<file path="src/rtl/fseg_pkg.sv">
package fseg_pkg;
  localparam int ADDR_W     = 32;
  localparam int UNIT_SHIFT = 23;
  localparam int FIELD_W    = 8;
  localparam int PAD_W      = ADDR_W - 2 * FIELD_W;
  localparam int ERR_W      = 3;
  localparam int ERR_INVALID  = 0;
  localparam int ERR_MISALIGN = 1;
  localparam int ERR_OVERLAP  = 2;

  typedef logic [FIELD_W-1:0] unit_t;

  typedef struct packed {
    unit_t            end_u;
    unit_t            start_u;
    logic [PAD_W-1:0] pad;
  } seg_reg_t;

  function automatic seg_reg_t make_seg(unit_t s, unit_t e);
    seg_reg_t r;
    r.end_u   = e;
    r.start_u = s;
    r.pad     = '0;
    return r;
  endfunction

  function automatic unit_t dflt_start(int base_u, int first_u, int rest_u, int idx);
    int v;
    v = (idx == 0) ? base_u : base_u + first_u + (idx - 1) * rest_u;
    return unit_t'(v);
  endfunction

  function automatic unit_t dflt_end(int base_u, int first_u, int rest_u, int idx);
    int v;
    v = int'(dflt_start(base_u, first_u, rest_u, idx)) + ((idx == 0) ? first_u : rest_u);
    return unit_t'(v);
  endfunction

  // Restoring remainder, one subtract per numerator bit.
  function automatic unit_t unit_rem(unit_t num, unit_t den);
    logic [FIELD_W:0] r;
    r = '0;
    for (int b = FIELD_W - 1; b >= 0; b--) begin
      r = {r[FIELD_W-1:0], num[b]};
      if (r >= {1'b0, den}) r = r - {1'b0, den};
    end
    return r[FIELD_W-1:0];
  endfunction
endpackage

</file>
<file path="src/rtl/fseg_check.sv">
module fseg_check
  import fseg_pkg::*;
#(
  parameter int NUM_CS   = 5,
  parameter int CS_W     = 3,
  parameter int BASE_U   = 64,
  parameter int LIM_U    = 96,
  parameter bit END_LOCK = 1'b0,
  parameter int LOCK_END = 88
) (
  input  logic [CS_W-1:0]          wr_cs,
  input  logic [ADDR_W-1:0]        wr_data,
  input  seg_reg_t [NUM_CS-1:0]    segs,
  output seg_reg_t                 fixed,
  output logic                     same,
  output logic                     inval,
  output logic                     misal,
  output logic                     ovl
);
  seg_reg_t            raw;
  seg_reg_t            cur;
  unit_t               s_new;
  unit_t               e_new;
  unit_t               span;
  logic [NUM_CS-1:0]   clash;

  assign raw = seg_reg_t'(wr_data);

  always_comb begin
    cur = '0;
    for (int i = 0; i < NUM_CS; i++) begin
      if (wr_cs == CS_W'(i)) cur = segs[i];
    end
  end

  assign same = (wr_data == ADDR_W'(cur));

  always_comb begin
    s_new = raw.start_u;
    e_new = raw.end_u;
    if (wr_cs == '0) s_new = unit_t'(BASE_U);
    if (END_LOCK && (wr_cs == CS_W'(NUM_CS - 1))) e_new = unit_t'(LOCK_END);
  end

  assign fixed = make_seg(s_new, e_new);
  assign inval = ({1'b0, e_new} <= (FIELD_W+1)'(BASE_U)) ||
                 ({1'b0, s_new} >  (FIELD_W+1)'(LIM_U));
  assign span  = e_new - s_new;
  assign misal = (e_new > s_new) && (unit_rem(s_new, span) != '0);

  for (genvar g = 0; g < NUM_CS; g++) begin : g_clash
    assign clash[g] = (wr_cs != CS_W'(g)) &&
                      (segs[g].end_u > segs[g].start_u) &&
                      (e_new > segs[g].start_u) &&
                      (s_new < segs[g].end_u);
  end

  assign ovl = |clash;
endmodule

</file>
<file path="src/rtl/fseg_store.sv">
module fseg_store
  import fseg_pkg::*;
#(
  parameter int NUM_CS      = 5,
  parameter int CS_W        = 3,
  parameter int BASE_U      = 64,
  parameter int FIRST_UNITS = 8,
  parameter int REST_UNITS  = 4,
  parameter bit END_LOCK    = 1'b0,
  parameter int LOCK_END    = 88
) (
  input  logic                   clk,
  input  logic                   rst_n,
  input  logic                   wr_fire,
  input  logic [CS_W-1:0]        wr_cs,
  input  seg_reg_t               fixed,
  input  logic                   same,
  input  logic                   inval,
  input  logic                   misal,
  input  logic                   ovl,
  input  logic [ERR_W-1:0]       err_clr,
  output seg_reg_t [NUM_CS-1:0]  segs,
  output logic [ERR_W-1:0]       err
);
  seg_reg_t [NUM_CS-1:0] seg_q;
  logic [ERR_W-1:0]      err_q;
  logic                  live;
  logic                  apply;
  logic [ERR_W-1:0]      err_set;

  assign live  = wr_fire && !same;
  assign apply = live && !inval;

  always_comb begin
    err_set               = '0;
    err_set[ERR_INVALID]  = live && inval;
    err_set[ERR_MISALIGN] = apply && misal;
    err_set[ERR_OVERLAP]  = apply && ovl;
  end

  always_ff @(posedge clk) begin
    if (!rst_n) begin
      for (int i = 0; i < NUM_CS; i++) begin
        seg_q[i] <= make_seg(dflt_start(BASE_U, FIRST_UNITS, REST_UNITS, i),
                             dflt_end(BASE_U, FIRST_UNITS, REST_UNITS, i));
      end
      err_q <= '0;
    end else begin
      if (apply) seg_q[wr_cs] <= fixed;
      err_q <= (err_q & ~err_clr) | err_set;
    end
  end

  assign segs = seg_q;
  assign err  = err_q;


  pad_zero_chk: assert property (@(posedge clk) disable iff (!rst_n)
    seg_q[0].pad == '0 && seg_q[NUM_CS-1].pad == '0);


  cs0_start_chk: assert property (@(posedge clk) disable iff (!rst_n)
    seg_q[0].start_u == unit_t'(BASE_U));


  refused_hold_chk: assert property (@(posedge clk) disable iff (!rst_n)
    (wr_fire && !same && inval) |=> $stable(seg_q) && err_q[ERR_INVALID]);


  same_quiet_chk: assert property (@(posedge clk) disable iff (!rst_n)
    (wr_fire && same && err_clr == '0) |=> $stable(seg_q) && $stable(err_q));


  sticky_chk: assert property (@(posedge clk) disable iff (!rst_n)
    (err_q[ERR_OVERLAP] && !err_clr[ERR_OVERLAP]) |=> err_q[ERR_OVERLAP]);

  if (END_LOCK) begin : g_lock_chk

    end_lock_chk: assert property (@(posedge clk) disable iff (!rst_n)
      seg_q[NUM_CS-1].end_u == unit_t'(LOCK_END));
  end
endmodule

</file>
<file path="src/rtl/fseg_lookup.sv">
module fseg_lookup
  import fseg_pkg::*;
#(
  parameter int NUM_CS = 5
) (
  input  logic                   clk,
  input  logic                   rst_n,
  input  seg_reg_t [NUM_CS-1:0]  segs,
  input  logic                   req_valid,
  output logic                   req_ready,
  input  logic [ADDR_W-1:0]      req_addr,
  output logic                   resp_valid,
  input  logic                   resp_ready,
  output logic [NUM_CS-1:0]      resp_sel,
  output logic                   resp_miss,
  output logic [ADDR_W-1:0]      resp_offset
);
  unit_t               au;
  logic [NUM_CS-1:0]   hit;
  logic [NUM_CS-1:0]   pick;
  unit_t               base_pick;
  logic [ADDR_W-1:0]   off_d;
  logic                accept;

  assign au = req_addr[UNIT_SHIFT+FIELD_W-1:UNIT_SHIFT];

  for (genvar g = 0; g < NUM_CS; g++) begin : g_hit
    assign hit[g] = !req_addr[ADDR_W-1] &&
                    (segs[g].end_u > segs[g].start_u) &&
                    (au >= segs[g].start_u) &&
                    (au < segs[g].end_u);
  end

  always_comb begin
    pick      = '0;
    base_pick = '0;
    for (int i = 0; i < NUM_CS; i++) begin
      if (hit[i] && (pick == '0)) begin
        pick[i]   = 1'b1;
        base_pick = segs[i].start_u;
      end
    end
  end

  assign off_d     = req_addr - {{(ADDR_W-FIELD_W-UNIT_SHIFT){1'b0}}, base_pick, {UNIT_SHIFT{1'b0}}};
  assign req_ready = !resp_valid || resp_ready;
  assign accept    = req_valid && req_ready;

  always_ff @(posedge clk) begin
    if (!rst_n) begin
      resp_valid  <= 1'b0;
      resp_sel    <= '0;
      resp_miss   <= 1'b0;
      resp_offset <= '0;
    end else if (accept) begin
      resp_valid  <= 1'b1;
      resp_sel    <= pick;
      resp_miss   <= (pick == '0);
      resp_offset <= (pick == '0) ? '0 : off_d;
    end else if (resp_ready) begin
      resp_valid  <= 1'b0;
    end
  end


  stall_hold_chk: assert property (@(posedge clk) disable iff (!rst_n)
    (resp_valid && !resp_ready) |=> resp_valid && $stable(resp_sel) &&
                                    $stable(resp_offset) && $stable(resp_miss));


  onehot_sel_chk: assert property (@(posedge clk) disable iff (!rst_n)
    resp_valid |-> $onehot0(resp_sel));


  miss_flag_chk: assert property (@(posedge clk) disable iff (!rst_n)
    resp_valid |-> (resp_miss == (resp_sel == '0)));
endmodule

</file>
<file path="src/rtl/flash_seg_decoder.sv">
module flash_seg_decoder
  import fseg_pkg::*;
#(
  parameter int          NUM_CS      = 5,
  parameter logic [31:0] WIN_BASE    = 32'h2000_0000,
  parameter logic [31:0] WIN_SIZE    = 32'h1000_0000,
  parameter int          FIRST_UNITS = 8,
  parameter int          REST_UNITS  = 4,
  parameter bit          END_LOCK    = 1'b0,
  localparam int         CS_W        = (NUM_CS > 1) ? $clog2(NUM_CS) : 1
) (
  input  logic              clk,
  input  logic              rst_n,
  input  logic              wr_valid,
  output logic              wr_ready,
  input  logic [CS_W-1:0]   wr_cs,
  input  logic [31:0]       wr_data,
  input  logic [CS_W-1:0]   rd_cs,
  output logic [31:0]       rd_data,
  input  logic              req_valid,
  output logic              req_ready,
  input  logic [31:0]       req_addr,
  output logic              resp_valid,
  input  logic              resp_ready,
  output logic [NUM_CS-1:0] resp_sel,
  output logic              resp_miss,
  output logic [31:0]       resp_offset,
  output logic              err_invalid,
  output logic              err_misalign,
  output logic              err_overlap,
  input  logic [2:0]        err_clr
);
  localparam int              BASE_U   = int'(WIN_BASE >> UNIT_SHIFT);
  localparam logic [ADDR_W:0] LIM_A    = {1'b0, WIN_BASE} + {1'b0, WIN_SIZE};
  localparam int              LIM_U    = int'(LIM_A >> UNIT_SHIFT);
  localparam int              LOCK_END = int'(dflt_end(BASE_U, FIRST_UNITS, REST_UNITS, NUM_CS - 1));

  seg_reg_t [NUM_CS-1:0] segs;
  seg_reg_t              fixed;
  logic                  same, inval, misal, ovl;
  logic                  wr_fire;
  logic [ERR_W-1:0]      err;

  assign wr_ready = 1'b1;
  assign wr_fire  = wr_valid && (int'(wr_cs) < NUM_CS);

  fseg_check #(
    .NUM_CS(NUM_CS), .CS_W(CS_W), .BASE_U(BASE_U), .LIM_U(LIM_U),
    .END_LOCK(END_LOCK), .LOCK_END(LOCK_END)
  ) u_check (
    .wr_cs(wr_cs), .wr_data(wr_data), .segs(segs), .fixed(fixed),
    .same(same), .inval(inval), .misal(misal), .ovl(ovl)
  );

  fseg_store #(
    .NUM_CS(NUM_CS), .CS_W(CS_W), .BASE_U(BASE_U), .FIRST_UNITS(FIRST_UNITS),
    .REST_UNITS(REST_UNITS), .END_LOCK(END_LOCK), .LOCK_END(LOCK_END)
  ) u_store (
    .clk(clk), .rst_n(rst_n), .wr_fire(wr_fire), .wr_cs(wr_cs), .fixed(fixed),
    .same(same), .inval(inval), .misal(misal), .ovl(ovl), .err_clr(err_clr),
    .segs(segs), .err(err)
  );

  fseg_lookup #(.NUM_CS(NUM_CS)) u_lookup (
    .clk(clk), .rst_n(rst_n), .segs(segs),
    .req_valid(req_valid), .req_ready(req_ready), .req_addr(req_addr),
    .resp_valid(resp_valid), .resp_ready(resp_ready), .resp_sel(resp_sel),
    .resp_miss(resp_miss), .resp_offset(resp_offset)
  );

  always_comb begin
    rd_data = '0;
    for (int i = 0; i < NUM_CS; i++) begin
      if (rd_cs == CS_W'(i)) rd_data = segs[i];
    end
  end

  assign err_invalid  = err[ERR_INVALID];
  assign err_misalign = err[ERR_MISALIGN];
  assign err_overlap  = err[ERR_OVERLAP];


  wr_ready_chk: assert property (@(posedge clk) disable iff (!rst_n) wr_ready);
endmodule

</file>
<file path="config.mk">
export PLATFORM = sky130hd
export DESIGN_NAME = flash_seg_decoder
export DESIGN_NICKNAME = d
export VERILOG_FILES = /design/src/rtl/fseg_pkg.sv /design/src/rtl/fseg_check.sv /design/src/rtl/fseg_store.sv /design/src/rtl/fseg_lookup.sv /design/src/rtl/flash_seg_decoder.sv
export SDC_FILE = /design/constraint.sdc
export NUM_CORES = 1
export LEC_CHECK = 0
export BUFFER_PORTS_ARGS = -buffer_cell sky130_fd_sc_hd__buf_2
export CAP_MARGIN = 30
export CORE_MARGIN = 2
export CORE_UTILIZATION = 25
export DETAILED_ROUTE_END_ITERATION = 8
export HOLD_SLACK_MARGIN = 0.12
export PLACE_DENSITY = 0.41
export SLEW_MARGIN = 20
export SYNTH_ARGS = -nofsm -noshare
export SYNTH_HDL_FRONTEND = slang
export SYNTH_SLANG_ARGS = --single-unit
</file>
<file path="constraint.sdc">
create_clock -name clk -period 30.5 [get_ports clk]
set_input_delay 4.575 -clock clk [delete_from_list [all_inputs] [get_ports clk]]
set_output_delay 4.575 -clock clk [all_outputs]
set_load 0.03 [all_outputs]
</file>
==> results.md <==
- Aggregate global routing overflow: 0
- Via count of the first global-routing pass: ~13k
- Number of max-capacitance violations reported: 0
- Setup TNS Final: 0 ns
- Crit path max-delay cell type: fa_1
- Most frequent cells in the layout: ha_1 (266), inv_1 (142), buf_2 (135), dfxtp_1 (122), nor2b_1 (110)
- Die Y: between 200 and 250 um
- Area share of the largest cell type after synthesis: 0.2328
- Relative max-transition margin: 0.3788
- Post-detailed-route via-to-cell ratio: 5.126
- Register bit count reported by yosys: 122
- Yosys top cell by area: ha_1
- CTS H-Tree Depth: 4
- Total power divided by cell area: 61.87 mW/mm2
- Critical Path Source Type: input pin
- Number of nets with antenna violations after routing: 0
- Buffers & Inverters on Critical Path: 9
- Startpoint-to-endpoint class of the critical path: in2reg
- Slack of the critical path: 5.301 ns
- Peak VDD IR: 51.31 uV
- Worst Path Arrival: 25.57 ns
- R2r endpoint: u_lookup.resp_offset[31]
- Maximum clock rate: 39.68 MHz
- Launch instance of the worst register-to-register path: u_store.segs[80]
- Worst hold endpoint: u_lookup.resp_sel[3]
- Synth top area cells: ha_1 (23%), dfxtp_1 (17%), nor2b_1 (4.8%), mux2i_1 (4.3%), inv_1 (3.7%)
- Number of enable flip-flop cells after synthesis: 0
- Site row count: 87
- Dpl hpwl: 43540 um
- Die footprint: 0.05911 mm2
- Pins over their slew limit: 0
- Clock skew: between 0.01 and 0.015 ns
- Worst slack after detailed placement: 4.896 ns
- Placement Cell Area: 0.01581 mm2
- Number of detailed-route iterations in the first pass: 5
- Worst-skew pair later-pin latency: 0.45 ns
- Cell area after synthesis: 0.01429 mm2
- Detail-routed net length per standard cell: about 22 um
- Clock tree from TritonCTS: built
- Largest driver fanout on the critical path: 25
- Global placement routability congestion: 0.9289
- Crit path time final: 25.20 ns
- Final routed DRC violation total: 0
- Critical path required time: around 30 ns
- Async set or reset register ratio after synthesis: 0
- RSZ-0062 raised after global routing: no
- Post-CTS Setup Repair Bufs: 0
- Clock edge transition at the registers on the reported setup and hold paths: approximately 0.060 ns
- Nature of the critical path endpoint: flip-flop
- Maximum number of buffers from clock root to sink: 2
- Share of the clock period used by the worst path after layout: 0.8262
- Number of nets in the finished design: 2204
- Run status: finished, final reports clean
- Area of all placed cells without fillers: 0.01639 mm2
- Maximum number of pins on one net before global-route repair: between 80 and 90
- Slew at the pin closest to its max-slew limit: 0.9317 ns
- Top_reg_cell synth: dfxtp_1
- Final Hold Fails: 0
- Ratio of cells with drive above 1 in the final layout: 0.1325
- Vias after detailed routing: about 13k
- Initial core utilization: 0.2530
- Class of the tightest hold or removal check: reg2reg
- Resized Gates After CTS: 0
- Port bufs: 136
- TritonCTS sink count: 122
- Clock buffer count from CTS: 17
- Leading cell type in the layout, fill and taps excluded: ha_1
- Global-route usage over all layers: 0.1919
- LEAKAGE: 7.574 nW
- Cell count after synthesis: 1739
- Signed area change from the synthesized netlist to the final layout: 14.66%
- Hold Startpoint: u_lookup.resp_sel[3]
- Total design power: 1.014 mW
- Final-report setup violation count: 0
- Root Driver: clkbuf_16
- Cells on worst reg2reg path: 29
- Slowest stage delay, CP: 0.96 ns
- Instance count along the most critical hold path: 2
- Reg2reg setup slack: 24.33 ns
- Largest delay contributor family on the critical path: compound AO/OA/AOI/OAI gates
- Routed WL: between 50000 and 60000 um
- IO Count: 154
- First-iteration detailed-routing DRC count: 940
- Placeable core region: 0.05650 mm2
- Avg Cell Area, Syn: 8.220 um2
- Number of diodes added for antenna fixing: 0
- Die X-Extent: between 200 and 250 um
- Number of buffers inserted by hold repair at cts: 0
- Unique cell type count in the Yosys netlist: between 70 and 80
- Syn. warnings: 0
- Initial antenna violation count: 0
- Proportion of synthesized chip area in sequential cells: 0.1709
- Worst path most repeated cell: o21ai_0
- Global-route wire length before repair: 85170 um
## cell type report
| class | count | area [um2] |
|---|---|---|
| flip-flops and latches | 122 | 2442 |
| clock inverters | 13 | 145.1 |
| fillers | 6026 | 40100 |
| repair buffers | 164 | 908.4 |
| well taps | 756 | 945.9 |
| clock buffers | 19 | 432.9 |
| multi-input cells | 1403 | 10980 |
| inverters | 143 | 536.8 |
## cell usage after synthesis, drive strengths merged, types with 5 or more instances
master / count
a211oi: 18
mux2: 18
a221o: 6
o211ai: 21
o21a: 12
a21oi: 101
nand4: 31
a21boi: 22
a31oi: 8
or3: 9
buf: 24
a211o: 5
nand3: 23
a22o: 7
a21o: 41
nand2: 102
nor2b: 110
xnor2: 32
inv: 143
mux2i: 61
and2: 27
nor4: 12
nand2b: 46
mux4: 16
nor2: 77
clkbuf: 62
xor2: 28
nor3: 20
a22oi: 66
dfxtp: 122
o22ai: 20
fa: 9
and3: 18
ha: 266
o21ai: 105
o31ai: 5
## layer usage
metal,routed length [um],part of all wire,GRT usage
met3,2700,0.047,0.02079
met5,0,0,0
met1,26290,0.46,0.2567
met4,2029,0.035,0.07542
met2,26520,0.46,0.3150
## power by group
part           internal (mW)  switching [mW]  total (mW)  leakage [nW]
logic                  0.274           0.365       0.639          6.31
registers              0.163         0.00323       0.166         0.988
clock network          0.121          0.0879       0.209         0.274
## flip-flops by register name, indices dropped and copies added, names as in the netlist
name and count:
u_store.segs 80, u_lookup.resp_sel 5, u_lookup.resp_valid 1, u_lookup.resp_offset 32
u_store.err 3, u_lookup.resp_miss 1
## worst reg2reg max path: cells and delay by family, from the launching register on
kind | cells | cell delay (ns)
adder cells (fa/ha/maj) | 3 | 0.81
buffers and inverters | 1 | 0.26
AO/OA/AOI/OAI | 13 | 2.30
flip-flops | 1 | 0.62
XOR/XNOR | 1 | 0.30
AND/OR/NAND/NOR | 11 | 1.83
## per-stage QoR
step	std cells	hold slack, ns	utilization
floorplan	1754	0.4455	-
global placement	2582	0.4558	0.2788
detailed placement	2587	0.4599	0.2798
CTS	2619	0.4687	0.2900
global route	2620	0.4931	0.2901
finish	2620	0.4647	0.2901
## worst max-delay path by stage
stage              from        endpoint  slack [ns]  cells after the start
2_1_floorplan  wr_cs[1]  u_store.err[1]        7.83                    101
3_3_place_gp   wr_cs[1]  u_store.err[1]        5.42                     94
3_5_place_dp   wr_cs[1]  u_store.err[1]        4.90                     93
4_1_cts        wr_cs[1]  u_store.err[1]        5.29                     93
5_1_grt        wr_cs[0]  u_store.err[1]        3.03                     94
6_report       wr_cs[1]  u_store.err[1]        5.30                     94
## cells by family (layout without fill, tap and decap cells)
kind of cell	after synthesis	in the layout	share of synthesized area
adder cells (fa/ha/maj)	275	275	0.2454
XOR/XNOR	60	60	0.03676
other	2	17	0.0005254
AND/OR/NAND/NOR	490	490	0.1840
flip-flops	122	122	0.1709
AO/OA/AOI/OAI	466	466	0.2136
multiplexers	95	95	0.08263
buffers and inverters	229	339	0.06626
(Power assumes the default switching activity.)
